<file path="src/rtl/wds_pkg.sv">
// Package: shared definitions for the wide-dividend saturating divider.
// Assumes: nothing; holds only width-independent types.
package wds_pkg;

    // Division mode carried from request to completion.
    typedef enum logic {
        MODE_UNSIGNED = 1'b0,
        MODE_SIGNED   = 1'b1
    } div_mode_e;

    // Request attributes latched at acceptance.
    typedef struct packed {
        div_mode_e mode;
        logic      q_neg;
        logic      flags_en;
    } req_attr_t;

endpackage

</file>
<file path="src/rtl/wds_prep.sv">
// Module: wds_prep
// Builds the double-width dividend from the high word and the operand's low
// word. In signed mode it converts dividend and divisor to magnitudes and
// works out the quotient sign. The module is purely combinational.
// Assumes: the inputs are meaningful only in the cycle the request is accepted.
module wds_prep
    import wds_pkg::*;
#(
    parameter int W = 32
) (
    input  div_mode_e         mode_i,
    input  logic [W-1:0]      hi_i,
    input  logic [W-1:0]      lo_i,
    input  logic [W-1:0]      dvs_i,
    output logic [2*W-1:0]    dvd_mag_o,
    output logic [W-1:0]      dvs_mag_o,
    output logic              q_neg_o,
    output logic              dvs_zero_o
);
    localparam int DW = 2 * W;

    logic [DW-1:0] dvd_raw;
    logic          dvd_neg;
    logic          dvs_neg;

    // Join the dividend and pick the operand signs.
    always_comb begin
        dvd_raw = {hi_i, lo_i};
        dvd_neg = (mode_i == MODE_SIGNED) && hi_i[W-1];
        dvs_neg = (mode_i == MODE_SIGNED) && dvs_i[W-1];
    end

    // Magnitudes, quotient sign and zero-divisor detect.
    always_comb begin
        dvd_mag_o  = dvd_neg ? (~dvd_raw + DW'(1)) : dvd_raw;
        dvs_mag_o  = dvs_neg ? (~dvs_i + W'(1)) : dvs_i;
        q_neg_o    = dvd_neg ^ dvs_neg;
        dvs_zero_o = (dvs_i == '0);
    end
endmodule

</file>
<file path="src/rtl/wds_core.sv">
// Module: wds_core
// Restoring shift-subtract engine. One quotient bit is made per step. The
// dividend register shifts left, and the new quotient bits enter at its bottom.
// After 2*W steps the register holds the full quotient magnitude.
// Assumes: the divisor magnitude is non-zero while stepping, and load and
// step are never high together.
module wds_core #(
    parameter int W = 32
) (
    input  logic              clk,
    input  logic              rst_n,
    input  logic              load_i,
    input  logic              step_i,
    input  logic [2*W-1:0]    dvd_i,
    input  logic [W-1:0]      dvs_i,
    output logic [2*W-1:0]    quot_o
);
    localparam int DW = 2 * W;

    logic [DW-1:0] acc_q;
    logic [W-1:0]  rem_q;
    logic [W-1:0]  dvs_q;
    logic [W:0]    trial;
    logic          fits;
    logic [W-1:0]  rem_n;

    // Trial subtraction of the divisor from the shifted partial remainder.
    always_comb begin
        trial = {rem_q, acc_q[DW-1]};
        fits  = (trial >= {1'b0, dvs_q});
        rem_n = fits ? W'(trial - {1'b0, dvs_q}) : trial[W-1:0];
    end

    // Load operands, or take one step of the loop.
    always_ff @(posedge clk) begin
        if (!rst_n) begin
            acc_q <= '0;
            rem_q <= '0;
            dvs_q <= '0;
        end else if (load_i) begin
            acc_q <= dvd_i;
            rem_q <= '0;
            dvs_q <= dvs_i;
        end else if (step_i) begin
            acc_q <= {acc_q[DW-2:0], fits};
            rem_q <= rem_n;
        end
    end

    assign quot_o = acc_q;
endmodule

</file>
<file path="src/rtl/wds_sat.sv">
// Module: wds_sat
// Applies the quotient sign and limits the result to single width.
// Unsigned mode saturates to all ones in the low word. Signed mode saturates
// to the largest positive or the most negative single-width value,
// sign-extended to 2*W bits. The module is purely combinational.
// Assumes: q_mag_i is the quotient magnitude and q_neg_i is its sign.
module wds_sat
    import wds_pkg::*;
#(
    parameter int W = 32
) (
    input  div_mode_e         mode_i,
    input  logic              q_neg_i,
    input  logic [2*W-1:0]    q_mag_i,
    output logic [2*W-1:0]    res_o,
    output logic              sat_o
);
    localparam int DW = 2 * W;
    localparam logic [DW-1:0] HALF    = DW'(1) << (W - 1);
    localparam logic [DW-1:0] U_MAX   = {{W{1'b0}}, {W{1'b1}}};
    localparam logic [DW-1:0] S_MAX   = HALF - DW'(1);
    localparam logic [DW-1:0] S_MIN   = ~S_MAX;

    // Pick the saturation test and limit that belong to the mode and sign.
    always_comb begin
        if (mode_i == MODE_UNSIGNED) begin
            sat_o = |q_mag_i[DW-1:W];
            res_o = sat_o ? U_MAX : {{W{1'b0}}, q_mag_i[W-1:0]};
        end else if (q_neg_i) begin
            sat_o = (q_mag_i > HALF);
            res_o = sat_o ? S_MIN : (~q_mag_i + DW'(1));
        end else begin
            sat_o = (q_mag_i > S_MAX);
            res_o = sat_o ? S_MAX : q_mag_i;
        end
    end
endmodule

</file>
<file path="src/rtl/wide_sat_div.sv">
// Module: wide_sat_div (top)
// A multi-cycle divider for a {hi, operand-low} dividend. It accepts a request
// when idle, runs 2*W restoring steps, then saturates and publishes the
// result with a one-cycle done pulse. A zero divisor finishes at once with a
// fault and leaves the result as it was.
// Assumes: a synchronous active-low reset, and start pulses that may arrive
// at any time (they are ignored while busy).
module wide_sat_div
    import wds_pkg::*;
#(
    parameter int W = 32
) (
    input  logic              clk,
    input  logic              rst_n,
    input  logic              start_i,
    input  logic              signed_i,
    input  logic              setflags_i,
    input  logic [W-1:0]      hi_i,
    input  logic [2*W-1:0]    opnd_i,
    input  logic [W-1:0]      divisor_i,
    output logic [2*W-1:0]    result_o,
    output logic              done_o,
    output logic              busy_o,
    output logic              dz_fault_o,
    output logic              ovf_o,
    output logic              carry_o,
    output logic              wide_ovf_o,
    output logic              wide_carry_o
);
    localparam int DW    = 2 * W;
    localparam int STEPS = DW;
    localparam int CW    = $clog2(STEPS + 1);

    div_mode_e     mode_in;
    logic [DW-1:0] dvd_mag;
    logic [W-1:0]  dvs_mag;
    logic          q_neg;
    logic          dvs_zero;
    logic [DW-1:0] q_mag;
    logic [DW-1:0] sat_res;
    logic          sat;
    logic          accept;
    logic          step;
    logic          unused_hi_opnd;

    logic [CW-1:0] cnt_q;
    logic          busy_q;
    logic          done_q;
    logic          dz_q;
    logic          ovf_q;
    logic [DW-1:0] res_q;
    req_attr_t     attr_q;

    // Request decode and loop stepping.
    always_comb begin
        mode_in = signed_i ? MODE_SIGNED : MODE_UNSIGNED;
        accept  = start_i && !busy_q;
        step    = busy_q && (cnt_q != '0);
    end

    assign unused_hi_opnd = ^opnd_i[DW-1:W];

    wds_prep #(.W(W)) u_prep (
        .mode_i     (mode_in),
        .hi_i       (hi_i),
        .lo_i       (opnd_i[W-1:0]),
        .dvs_i      (divisor_i),
        .dvd_mag_o  (dvd_mag),
        .dvs_mag_o  (dvs_mag),
        .q_neg_o    (q_neg),
        .dvs_zero_o (dvs_zero)
    );

    wds_core #(.W(W)) u_core (
        .clk    (clk),
        .rst_n  (rst_n),
        .load_i (accept && !dvs_zero),
        .step_i (step),
        .dvd_i  (dvd_mag),
        .dvs_i  (dvs_mag),
        .quot_o (q_mag)
    );

    wds_sat #(.W(W)) u_sat (
        .mode_i  (attr_q.mode),
        .q_neg_i (attr_q.q_neg),
        .q_mag_i (q_mag),
        .res_o   (sat_res),
        .sat_o   (sat)
    );

    // Control: accept, count steps, finish and publish.
    always_ff @(posedge clk) begin
        if (!rst_n) begin
            cnt_q  <= '0;
            busy_q <= 1'b0;
            done_q <= 1'b0;
            dz_q   <= 1'b0;
            ovf_q  <= 1'b0;
            res_q  <= '0;
            attr_q <= '{mode: MODE_UNSIGNED, q_neg: 1'b0, flags_en: 1'b0};
        end else begin
            done_q <= 1'b0;
            if (accept) begin
                if (dvs_zero) begin
                    done_q <= 1'b1;
                    dz_q   <= 1'b1;
                    ovf_q  <= 1'b0;
                end else begin
                    busy_q <= 1'b1;
                    cnt_q  <= CW'(STEPS);
                    attr_q <= '{mode: mode_in, q_neg: q_neg, flags_en: setflags_i};
                end
            end else if (busy_q) begin
                if (cnt_q == '0) begin
                    busy_q <= 1'b0;
                    done_q <= 1'b1;
                    dz_q   <= 1'b0;
                    res_q  <= sat_res;
                    ovf_q  <= attr_q.flags_en && sat;
                end else begin
                    cnt_q <= cnt_q - CW'(1);
                end
            end
        end
    end

    assign result_o     = res_q;
    assign done_o       = done_q;
    assign busy_o       = busy_q;
    assign dz_fault_o   = dz_q;
    assign ovf_o        = ovf_q;
    assign carry_o      = 1'b0;
    assign wide_ovf_o   = 1'b0;
    assign wide_carry_o = 1'b0;
endmodule

</file>
<file path="config.mk">
export PLATFORM = sky130hd
export DESIGN_NAME = wide_sat_div
export DESIGN_NICKNAME = d
export VERILOG_FILES = /design/src/rtl/wds_pkg.sv /design/src/rtl/wds_prep.sv /design/src/rtl/wds_core.sv /design/src/rtl/wds_sat.sv /design/src/rtl/wide_sat_div.sv
export SDC_FILE = /design/constraint.sdc
export NUM_CORES = 1
export LEC_CHECK = 0
export ABC_CLOCK_PERIOD_IN_PS = 10300
export BUFFER_PORTS_ARGS = -buffer_cell sky130_fd_sc_hd__buf_4
export CELL_PAD_IN_SITES_DETAIL_PLACEMENT = 0
export CELL_PAD_IN_SITES_GLOBAL_PLACEMENT = 1
export CORE_ASPECT_RATIO = 1.75
export CORE_UTILIZATION = 47
export CTS_BUF_LIST = sky130_fd_sc_hd__clkbuf_4
export DETAILED_ROUTE_END_ITERATION = 16
export GPL_ROUTABILITY_DRIVEN = 0
export GPL_TIMING_DRIVEN = 0
export PLACE_DENSITY = 0.94
export SYNTH_ARGS = -nofsm -noshare
export SYNTH_HDL_FRONTEND = slang
export SYNTH_HIERARCHICAL = 1
export SYNTH_SLANG_ARGS = --single-unit
export TNS_END_PERCENT = 10
</file>
<file path="constraint.sdc">
create_clock -name clk -period 10.3 [get_ports clk]
set_input_delay 1.03 -clock clk [delete_from_list [all_inputs] [get_ports clk]]
set_output_delay 1.03 -clock clk [all_outputs]
set_load 0.01 [all_outputs]
</file>
==> run metrics, run 1 <==
Max stage delay on crit path=550 ps; hold path cells=2; area grow syn2layout=16.17%; Critical Path, Cell by Cell=buf_4 -> or4_4 -> or4_4 -> or3_4 -> nor3b_1 -> or3b_2 -> clkbuf_1 -> inv_1 -> clkbuf_1 -> clkbuf_1 -> clkbuf_1 -> mux2i_1 -> nor2b_1; CP required=~11000 ps; detailed-route via count=around 15000; synth warn=6; CTS resizes=0; hold worst-path end=attr_q[0]; nets=2315; reg2reg start=cnt_q[3]; fillers=between 2000 and 3000; routed vias/inst=5.898; vias in the first global route=between 10000 and 15000; sequential area share after synthesis=between 20 and 30%; IO Count=204; endpoints failing setup=0; Worst Slack Setup Final=~5500 ps; post-route ant nets=0; outcome=completed; WL per Instance=approximately 18 µm; global-route wire length before repair=73.26 mm; Post-Syn Instances=1923; placed insts=2480; Final Slew Violations=0; final wirelength=approximately 46 mm; CP arrival=around 5300 ps; endpoint kind of the worst setup timing path=register; VDD IR-drop max=~95 µV; Hold Path Class=reg -> reg; ranking of synthesized cells by area=dfxtp_1, o21ai_0, mux2i_1; Starting Density=a little under half; CTS max path bufs=3; Max-Slew Margin vs Limit=between 20% and 30%; buffers added on ports=between 150 and 200; Worst-Margin Slew=1071 ps; FP Rows=84; CP Max Fanout=10; reg2reg path depth=12; Final Non-Filler Cells=between 2000 and 3000; largest net degree at the start of global routing=13; startpoint types=input pin; post-synth top area share=between 20% and 30%; Syn Area/Cell=roughly 7.5 µm²; pre-CTS WS=4880 ps; root buffer cell=clkbuf_4; Core Footprint=30060 µm²; static leakage=6.563 nW; CP Class=in -> reg; clock transition at the registers of the reported paths=about 70 ps; asr flop ratio synth=0%; width of the die=134.2 µm; DR DRC count=0; Max-Cap Viols=0; Main synth FF type=dfxtp_1; crit path from=divisor_i[10]; min Tclk post-route=about 4800 ps; H-tree depth=2; DR iter-0 viols=1058; worst-skew pair later-pin latency=about 730 ps; number of enable flip-flop cells after synthesis=0; Fin. Hold Viols=0; Reg2Reg Setup Slack=6510 ps; share of post-route cells with drive strength above 1=between 10% and 20%; setup bufs post-CTS=0; slowest CP cell=or4_4; period utilisation layout=between 40 and 50%; initial antenna violation count=1; Seq cells post-synth=206; drt pass-1 iters=6; final setup TNS=0 ps; Post-DP HPWL=between 30 and 40 mm; Pwr Total=2.474 mW; die area=between 30000 and 40000 µm²; max frequency=between 0.2 and 0.25 GHz; Syn Std Cell Area=14370 µm²; unrepaired setup endpoints after global routing=no; Hold Buf Count CTS=0; Distinct cells, synth=82; GRT overflow=0; GRT Util Overall=29.09%; CTS tree=done; pwr dens=roughly 150 nW/µm²; die height=approximately 230 µm; reg2reg end=u_core/rem_q[21]; Hold Crit Start=attr_q[0]; Clock Skew=61.95 ps; Synth area leader=dfxtp_1; CP most frequent cell=clkbuf_1; Num Clock Sinks=slightly above 200; TritonCTS Buffers=50
[layer usage]
| metal | GRT usage [%] | up-vias | routed length, µm |
|---|---|---|---|
| met5 | 0 | - | 0 |
| met4 | 17.84 | 0 | 2551 |
| met3 | 3.841 | 174 | 2432 |
| met2 | 53.84 | 589 | 23530 |
| met1 | 30.87 | 7024 | 17290 |
| li1 | - | 7323 | - |
[per-stage QoR]
stage          hold WS [ps]  area [µm²]  util (%)
6_report              461.8       16700     55.55
5_1_grt               479.3       16700     55.55
4_1_cts               462.8       16700     55.54
3_5_place_dp          452.7       16130     53.65
3_3_place_gp          446.8       16130     53.65
2_1_floorplan         436.6       14380         -
[worst max-delay path by stage]
stage	endpoint	slack, ps	depth (start not counted)
final	u_core/dvs_q[27]	5540	13
after global routing	u_core/rem_q[12]	5320	13
after CTS	u_core/dvs_q[26]	5660	13
after detailed placement	u_core/dvs_q[21]	4880	13
after global placement	u_core/dvs_q[24]	4900	13
after floorplan	u_core/quot_o[2]	6050	13
[area by class of cell]
class | instances | area (µm²) | area share, %
repair buffers | 168 | 1261 | 7.553
clock buffers | 70 | 525.5 | 3.147
multi-input cells | 1490 | 9326 | 55.85
clock inverters | 11 | 43.79 | 0.2623
diodes | 1 | 2.502 | 0.01499
inverters | 86 | 322.8 | 1.933
well taps | 387 | 484.2 | 2.900
flip-flops and latches | 206 | 4124 | 24.70
plain buffers | 143 | 608.1 | 3.642
[cells in the final DEF, fill, tap and decap left out, types with 18 or more instances in the layout]
| master | Yosys | layout |
|---|---|---|
| inv_1 | 86 | 86 |
| buf_4 | 7 | 175 |
| nor4_1 | 31 | 31 |
| a31oi_1 | 62 | 62 |
| nor2_1 | 74 | 74 |
| nand4_1 | 22 | 22 |
| nand3_1 | 96 | 96 |
| nand2_1 | 180 | 180 |
| mux2i_1 | 104 | 104 |
| xor2_1 | 72 | 72 |
| nor3_1 | 42 | 42 |
| clkbuf_4 | 0 | 70 |
| clkbuf_1 | 109 | 109 |
| o21ai_0 | 209 | 209 |
| a21oi_1 | 202 | 202 |
| ha_1 | 36 | 36 |
| nand2b_1 | 18 | 18 |
| xnor2_1 | 44 | 44 |
| nor2b_1 | 37 | 37 |
| and2_1 | 73 | 73 |
| a21o_1 | 19 | 19 |
| dfxtp_1 | 206 | 206 |
[worst max-delay path, delay by kind of cell]
family	cells	cell delay [ps]
AND/OR/NAND/NOR	6	2150
buffers and inverters	6	1860
multiplexers	1	270
[power breakdown]
| group | switching (mW) | leakage, nW | total [mW] | internal (mW) |
|---|---|---|---|---|
| Sequential | 0.0575 | 1.68 | 0.917 | 0.859 |
| Combinational | 0.562 | 4.54 | 0.912 | 0.350 |
| Clock | 0.336 | 0.344 | 0.645 | 0.309 |
| Total | 0.956 | 6.56 | 2.47 | 1.52 |
[state kept, by name, indices dropped and copies added, names as in the netlist]
| signal | cells |
|---|---|
| done_o | 1 |
| cnt_q | 7 |
| u_core/dvs_q | 32 |
| busy_o | 1 |
| ovf_o | 1 |
| u_core/rem_q | 32 |
| dz_fault_o | 1 |
| attr_q | 3 |
| result_o | 64 |
| u_core/quot_o | 64 |
[Yosys cell counts (44+ instances only)]
library cell / count
and2_1: 73
a21oi_1: 202
nand2_1: 180
nand3_1: 96
inv_1: 86
dfxtp_1: 206
a31oi_1: 62
mux2i_1: 104
clkbuf_1: 109
xor2_1: 72
nor2_1: 74
xnor2_1: 44
o21ai_0: 209
[logic make-up (layout without fill, tap and decap cells)]
family / Yosys count / in the layout / synth area share (%)
AOI/OAI and AO/OA: 584 / 584 / 23.77
xor gates and xnor gates: 116 / 116 / 7.068
adders and majority gates: 37 / 37 / 3.273
buffers and inverters: 229 / 478 / 6.476
DFF: 206 / 206 / 28.69
muxes: 104 / 104 / 7.242
other: 1 / 4 / 0.02609
and+or+nand+nor: 646 / 646 / 23.45
(Power assumes the default switching activity.)
==> inputs of run 2 (changes only) <==
- ABC_CLOCK_PERIOD_IN_PS: 10300 -> 4300
- CORE_UTILIZATION: 47 -> 40
- PLACE_DENSITY: 0.94 -> 0.86
- clock period: 10.3 -> 4.3 ns (I/O delays scaled with it)
==> run metrics, run 2 (synthesis gave the netlist of run 1 again) <==
outcome=completed; wl on met1=17.89 mm (+3.5%); unrepaired setup endpoints after global routing=no; Critical Path, Cell by Cell=buf_4 -> or4_4 -> or4_4 -> or3_4 -> nor3b_2 -> or3b_2 -> clkbuf_2 -> inv_1 -> clkbuf_1 -> clkbuf_1 -> clkbuf_1 -> mux2i_1 -> nor2b_1; Starting Density=40.72% (-7.1 points); DR top layer=met4; clock transition at the registers of the reported paths=60 ps (about the same); CP arrival=4560 ps (-770 ps); buffers added on ports=168 (unchanged); worst-skew pair later-pin latency=740 ps (about the same); endpoints failing setup=0 (unchanged); Reg2Reg Setup Slack=410 ps (-6100 ps); Fin. Hold Viols=0 (unchanged); GRT Util Overall=25.13% (-4.0 points); Core Footprint=35300 µm² (+17%); Final Slew Violations=0 (unchanged); fin util=47.81% (-7.7 points); H-tree depth=2 (unchanged); final wirelength=46.95 mm (+2.5%); commonest cells after routing, fill and taps aside=o21ai_0, dfxtp_1, a21oi_1, nand2_1, buf_4; Pwr Total=5.997 mW (+140%); Hold Path Class=in -> reg; CP required=4920 ps (-5960 ps); width of the die=145.3 µm (+8.3%); max frequency=0.2537 GHz; final design area excluding fillers=16880 µm² (+1.1%); DR DRC count=0 (unchanged); period utilisation layout=around nine tenths; Worst-Margin Slew=976.6 ps (-94.80 ps); CP Class=in -> reg; nets=2319 (+0.17%); Max stage delay on crit path=550 ps (about the same); VDD IR-drop max=161.8 µV (+71%); min Tclk post-route=3942 ps; WL met2=24.97 mm (+6.1%); startpoint types=input pin; TritonCTS Buffers=51 (+2.0%); commonest non-fill, non-tap cell in the layout=o21ai_0; vias in the first global route=14701 (-0.74%); placed cell areas=16220 µm² (+0.61%); die area=36730 µm² (+17%); GRT overflow=0 (unchanged); die height=252.8 µm (+8.3%); setup bufs post-CTS=0 (unchanged); Num Clock Sinks=206 (unchanged); Clock Skew=73.07 ps (+11.13 ps); IO Count=204 (unchanged); global-route wire length before repair=75.08 mm (+2.5%); CTS max path bufs=3 (unchanged); largest net degree at the start of global routing=15 (+2); post-route ant nets=0 (unchanged); routed vias/inst=5.655 (-4.1%); FP Rows=91 (+8.3%); Multi-input gate area=9346 µm² (+0.21%); static leakage=6.596 nW (+0.50%); WL per Instance=17.74 µm (-0.75%); CP most frequent cell=clkbuf_1; hold_ws=85.67 ps (-376.1 ps); initial antenna violation count=1 (unchanged); slowest CP cell=or4_4; drt pass-1 iters=6 (unchanged); endpoint kind of the worst setup timing path=register; Max-Cap Viols=0 (unchanged); CP Max Fanout=10 (unchanged); CTS tree=done; share of post-route cells with drive strength above 1=13.99% (+0.24 points); root buffer cell=clkbuf_4; Post-DP HPWL=36.86 mm (+3.9%); Register Area=4124 µm² (unchanged); detailed-route via count=14962 (-0.98%); area grow syn2layout=17.41%; DR iter-0 viols=926 (-12%); Max-Slew Margin vs Limit=34.18% (+6.4 points); wire length on met3=2.154 mm (-11%); fillers=3704 (+25%); pwr dens=355.4 nW/µm² (+140%)
run 2: area by class of cell:
type                            instances  share of cell area (%)
Clock inverter                         18                  0.6079
Inverter                               86                   1.913
Sequential cell                       206                   24.44
Tap cell                              465                   3.448
Timing Repair Buffer                  171                   7.651
Antenna cell                            1                 0.01483
Multi-Input combinational cell       1490                   55.38
Clock buffer                           66                   2.936
Buffer                                143                   3.611
run 2: stage by stage:
stage          setup WS, ps  TNS (ps)  instances
2_1_floorplan         648.5         0       1925
3_3_place_gp         -918.7   -104280       2558
3_5_place_dp         -939.7   -104340       2558
4_1_cts               122.7         0       2645
5_1_grt               181.2         0       2646
6_report              358.2         0       2646
run 2: where the power goes:
group / total [mW] / switching [mW] / internal, mW
Combinational: 2.20 / 1.36 / 0.842
Sequential: 2.19 / 0.137 / 2.06
Clock: 1.61 / 0.830 / 0.775
run 2: path summary, 6_finish.rpt:
path,start,endpoint,cells past startpoint
max,divisor_i[10],u_core/dvs_q[20],13
max reg2reg,u_core/quot_o[0],result_o[52],10
min reg2reg,attr_q[0],attr_q[0],2
min,divisor_i[7],u_core/dvs_q[7],4
run 2: timing repair:
action / in CTS / in global routing
endpoints found under the setup margin: 87 / 65
hold endpoints to repair: 3 / 0
gates resized for setup: 1 / 5
hold buffers: 3 / 0
run 2: worst max-delay path, delay by kind of cell:
kind | cells | cell delay [ps]
mux | 1 | 280
simple gates | 6 | 2110
buf+inv | 6 | 1720
run 2: routing by layer:
layer	track usage (%)	vias up
li1	-	7330
met1	26.18	6991
met2	49.13	505
met3	3.189	136
met4	11.94	0
met5	0	-
==> inputs of run 3 (changes only) <==
- CTS_BUF_LIST: sky130_fd_sc_hd__clkbuf_4 -> sky130_fd_sc_hd__clkbuf_8
==> run metrics, run 3 (synthesis gave the netlist of run 1 again) <==
GRT Util Overall=25.02% (-0.11 points); Clock Skew=38.30 ps (-34.77 ps); min Tclk post-route=4093 ps (+150.9 ps); unrepaired setup endpoints after global routing=no; placed cell areas=16220 µm² (unchanged); initial antenna violation count=1 (unchanged); static leakage=6.668 nW (+1.1%); post-route ant nets=0 (unchanged); fillers=3669 (-0.94%); endpoints failing setup=0 (unchanged); fin util=48.33% (+0.52 points); Register Area=4124 µm² (unchanged); Num Clock Sinks=206 (unchanged); worst-skew pair later-pin latency=570 ps (-170 ps); Worst Slack Setup Final=207.3 ps (-150.9 ps); Hold Buf Count CTS=0 (-3); Final Slew Violations=0 (unchanged); CTS tree=done; CTS max path bufs=3 (unchanged); CTS resizes=2 (+1); Max-Cap Viols=0 (unchanged); final design area excluding fillers=17060 µm² (+1.1%); Fin. Hold Viols=0 (unchanged); period utilisation layout=95.18% (+3.5 points); Core Footprint=35300 µm² (unchanged); Top delay family on crit path=simple AND/OR/NAND/NOR gates; IO Count=204 (unchanged); DR DRC count=0 (unchanged); TritonCTS Buffers=34 (-33%); final wirelength=46.79 mm (-0.33%); Multi-input gate area=9340 µm² (about the same); H-tree depth=2 (unchanged); outcome=completed; root buffer cell=clkbuf_8; Max-Slew Margin vs Limit=29.28% (-4.9 points); Reg power frac=33.9% (-2.7 points); Clk pwr share=32.4% (+5.6 points); Int Power=4.150 mW (+13%); endpoint kind of the worst setup timing path=register; CP Max Fanout=10 (unchanged); vias in the first global route=14490 (-1.4%); Net Switching=2.336 mW (+0.55%); buffers added on ports=168 (unchanged); Critical Path, Cell by Cell=buf_4 -> or4_4 -> or4_4 -> or3_4 -> nor3b_2 -> or3b_2 -> inv_1 -> clkbuf_1 -> clkbuf_1 -> clkbuf_1 -> nand2_1 -> o21ai_0 -> and2_1; placed insts=2558 (unchanged); setup bufs post-CTS=0 (unchanged); startpoint types=input pin; pre-CTS WS=-939.7 ps (unchanged); Buf+Inv Stages, Crit Path=5 (-1); Hold Path Class=in -> reg; WL per Instance=17.87 µm (+0.70%); slowest CP cell=or4_4; Max stage delay on crit path=550 ps (about the same); VDD IR-drop max=218.1 µV (+35%); commonest cells after routing, fill and taps aside=o21ai_0, dfxtp_1, a21oi_1, nand2_1, buf_4; die area=36730 µm² (unchanged); FP Rows=91 (unchanged); Comb pwr share=33.8% (-2.8 points); commonest non-fill, non-tap cell in the layout=o21ai_0; final setup TNS=0 ps (unchanged); width of the die=145.3 µm (unchanged); Starting Density=40.72% (unchanged); max frequency=0.2443 GHz (-3.7%); CP most frequent cell=clkbuf_1; Post-DP HPWL=36.86 mm (unchanged); drt pass-1 iters=6 (unchanged); clock transition at the registers of the reported paths=60 ps (about the same); routed vias/inst=5.650 (about the same); share of post-route cells with drive strength above 1=13.10% (-0.89 points); Final Non-Filler Cells=2619 (-1.0%); Worst-Margin Slew=1049 ps (+72.77 ps); CP Class=in -> reg; largest net degree at the start of global routing=11 (-4); pwr dens=380.2 nW/µm² (+7.0%); die height=252.8 µm (unchanged); CP required=4750 ps (-170 ps); nets=2298 (-0.91%); detailed-route via count=14797 (-1.1%); CP arrival=4550 ps (about the same); GRT overflow=0 (unchanged); Net Sw Frac=36.02% (-2.7 points); DR iter-0 viols=940 (+1.5%); global-route wire length before repair=74.65 mm (-0.57%); area grow syn2layout=18.68%
==> run 3: metal layers <==
| layer | global-route usage (%) | vias up | wire length, µm |
|---|---|---|---|
| met5 | 0 | - | 0 |
| met4 | 10.92 | 0 | 1773 |
| met3 | 3.423 | 123 | 2391 |
| met2 | 49.16 | 495 | 24950 |
| met1 | 26.09 | 6909 | 17680 |
| li1 | - | 7270 | - |
==> run 3: worst paths after layout <==
kind,startpoint,to,slack (ps),cells past startpoint
max reg2reg,u_core/quot_o[0],result_o[52],260,10
min reg2reg,attr_q[0],attr_q[0],470,2
max,divisor_i[10],u_core/quot_o[8],210,13
min,setflags_i,attr_q[0],170,3
==> run 3: cell type report <==
class                      count  share of cell area (%)
timing repair buffer         168                   7.393
sequential                   206                   24.17
tap                          465                   3.411
clock inverter                19                   1.430
inverter                      86                   1.892
antenna                        1                 0.01467
multi-input combinational   1490                   54.75
buffer                       142                   3.543
clock buffer                  42                   3.389
==> run 3: per-stage QoR <==
step                hold slack (ps)  power (mW)
floorplan                     436.6       3.705
global placement              443.7       4.371
detailed placement            456.6       4.403
CTS                           129.1       6.520
global route                  141.0       6.851
finish                        174.0       6.485
==> run 3: power by group through the flow <==
stage / logic (mW) / registers, mW / clock network (mW)
final: 2.19 / 2.20 / 2.10
after global routing: 2.40 / 2.22 / 2.23
after CTS: 2.18 / 2.19 / 2.15
after detailed placement: 2.17 / 2.24 / 0
after global placement: 2.14 / 2.23 / 0
after floorplan: 1.49 / 2.21 / 0
==> run 3: worst reg2reg max path, cell delays in order, from the launching register on <==
cell	delay, ps
dfxtp_1	390
inv_1	120
ha_1	180
nor3b_1	650
nand4_1	510
nor4_1	770
nor3b_2	710
buf_4	300
a21oi_1	90
nand3_1	100
a21oi_1	70
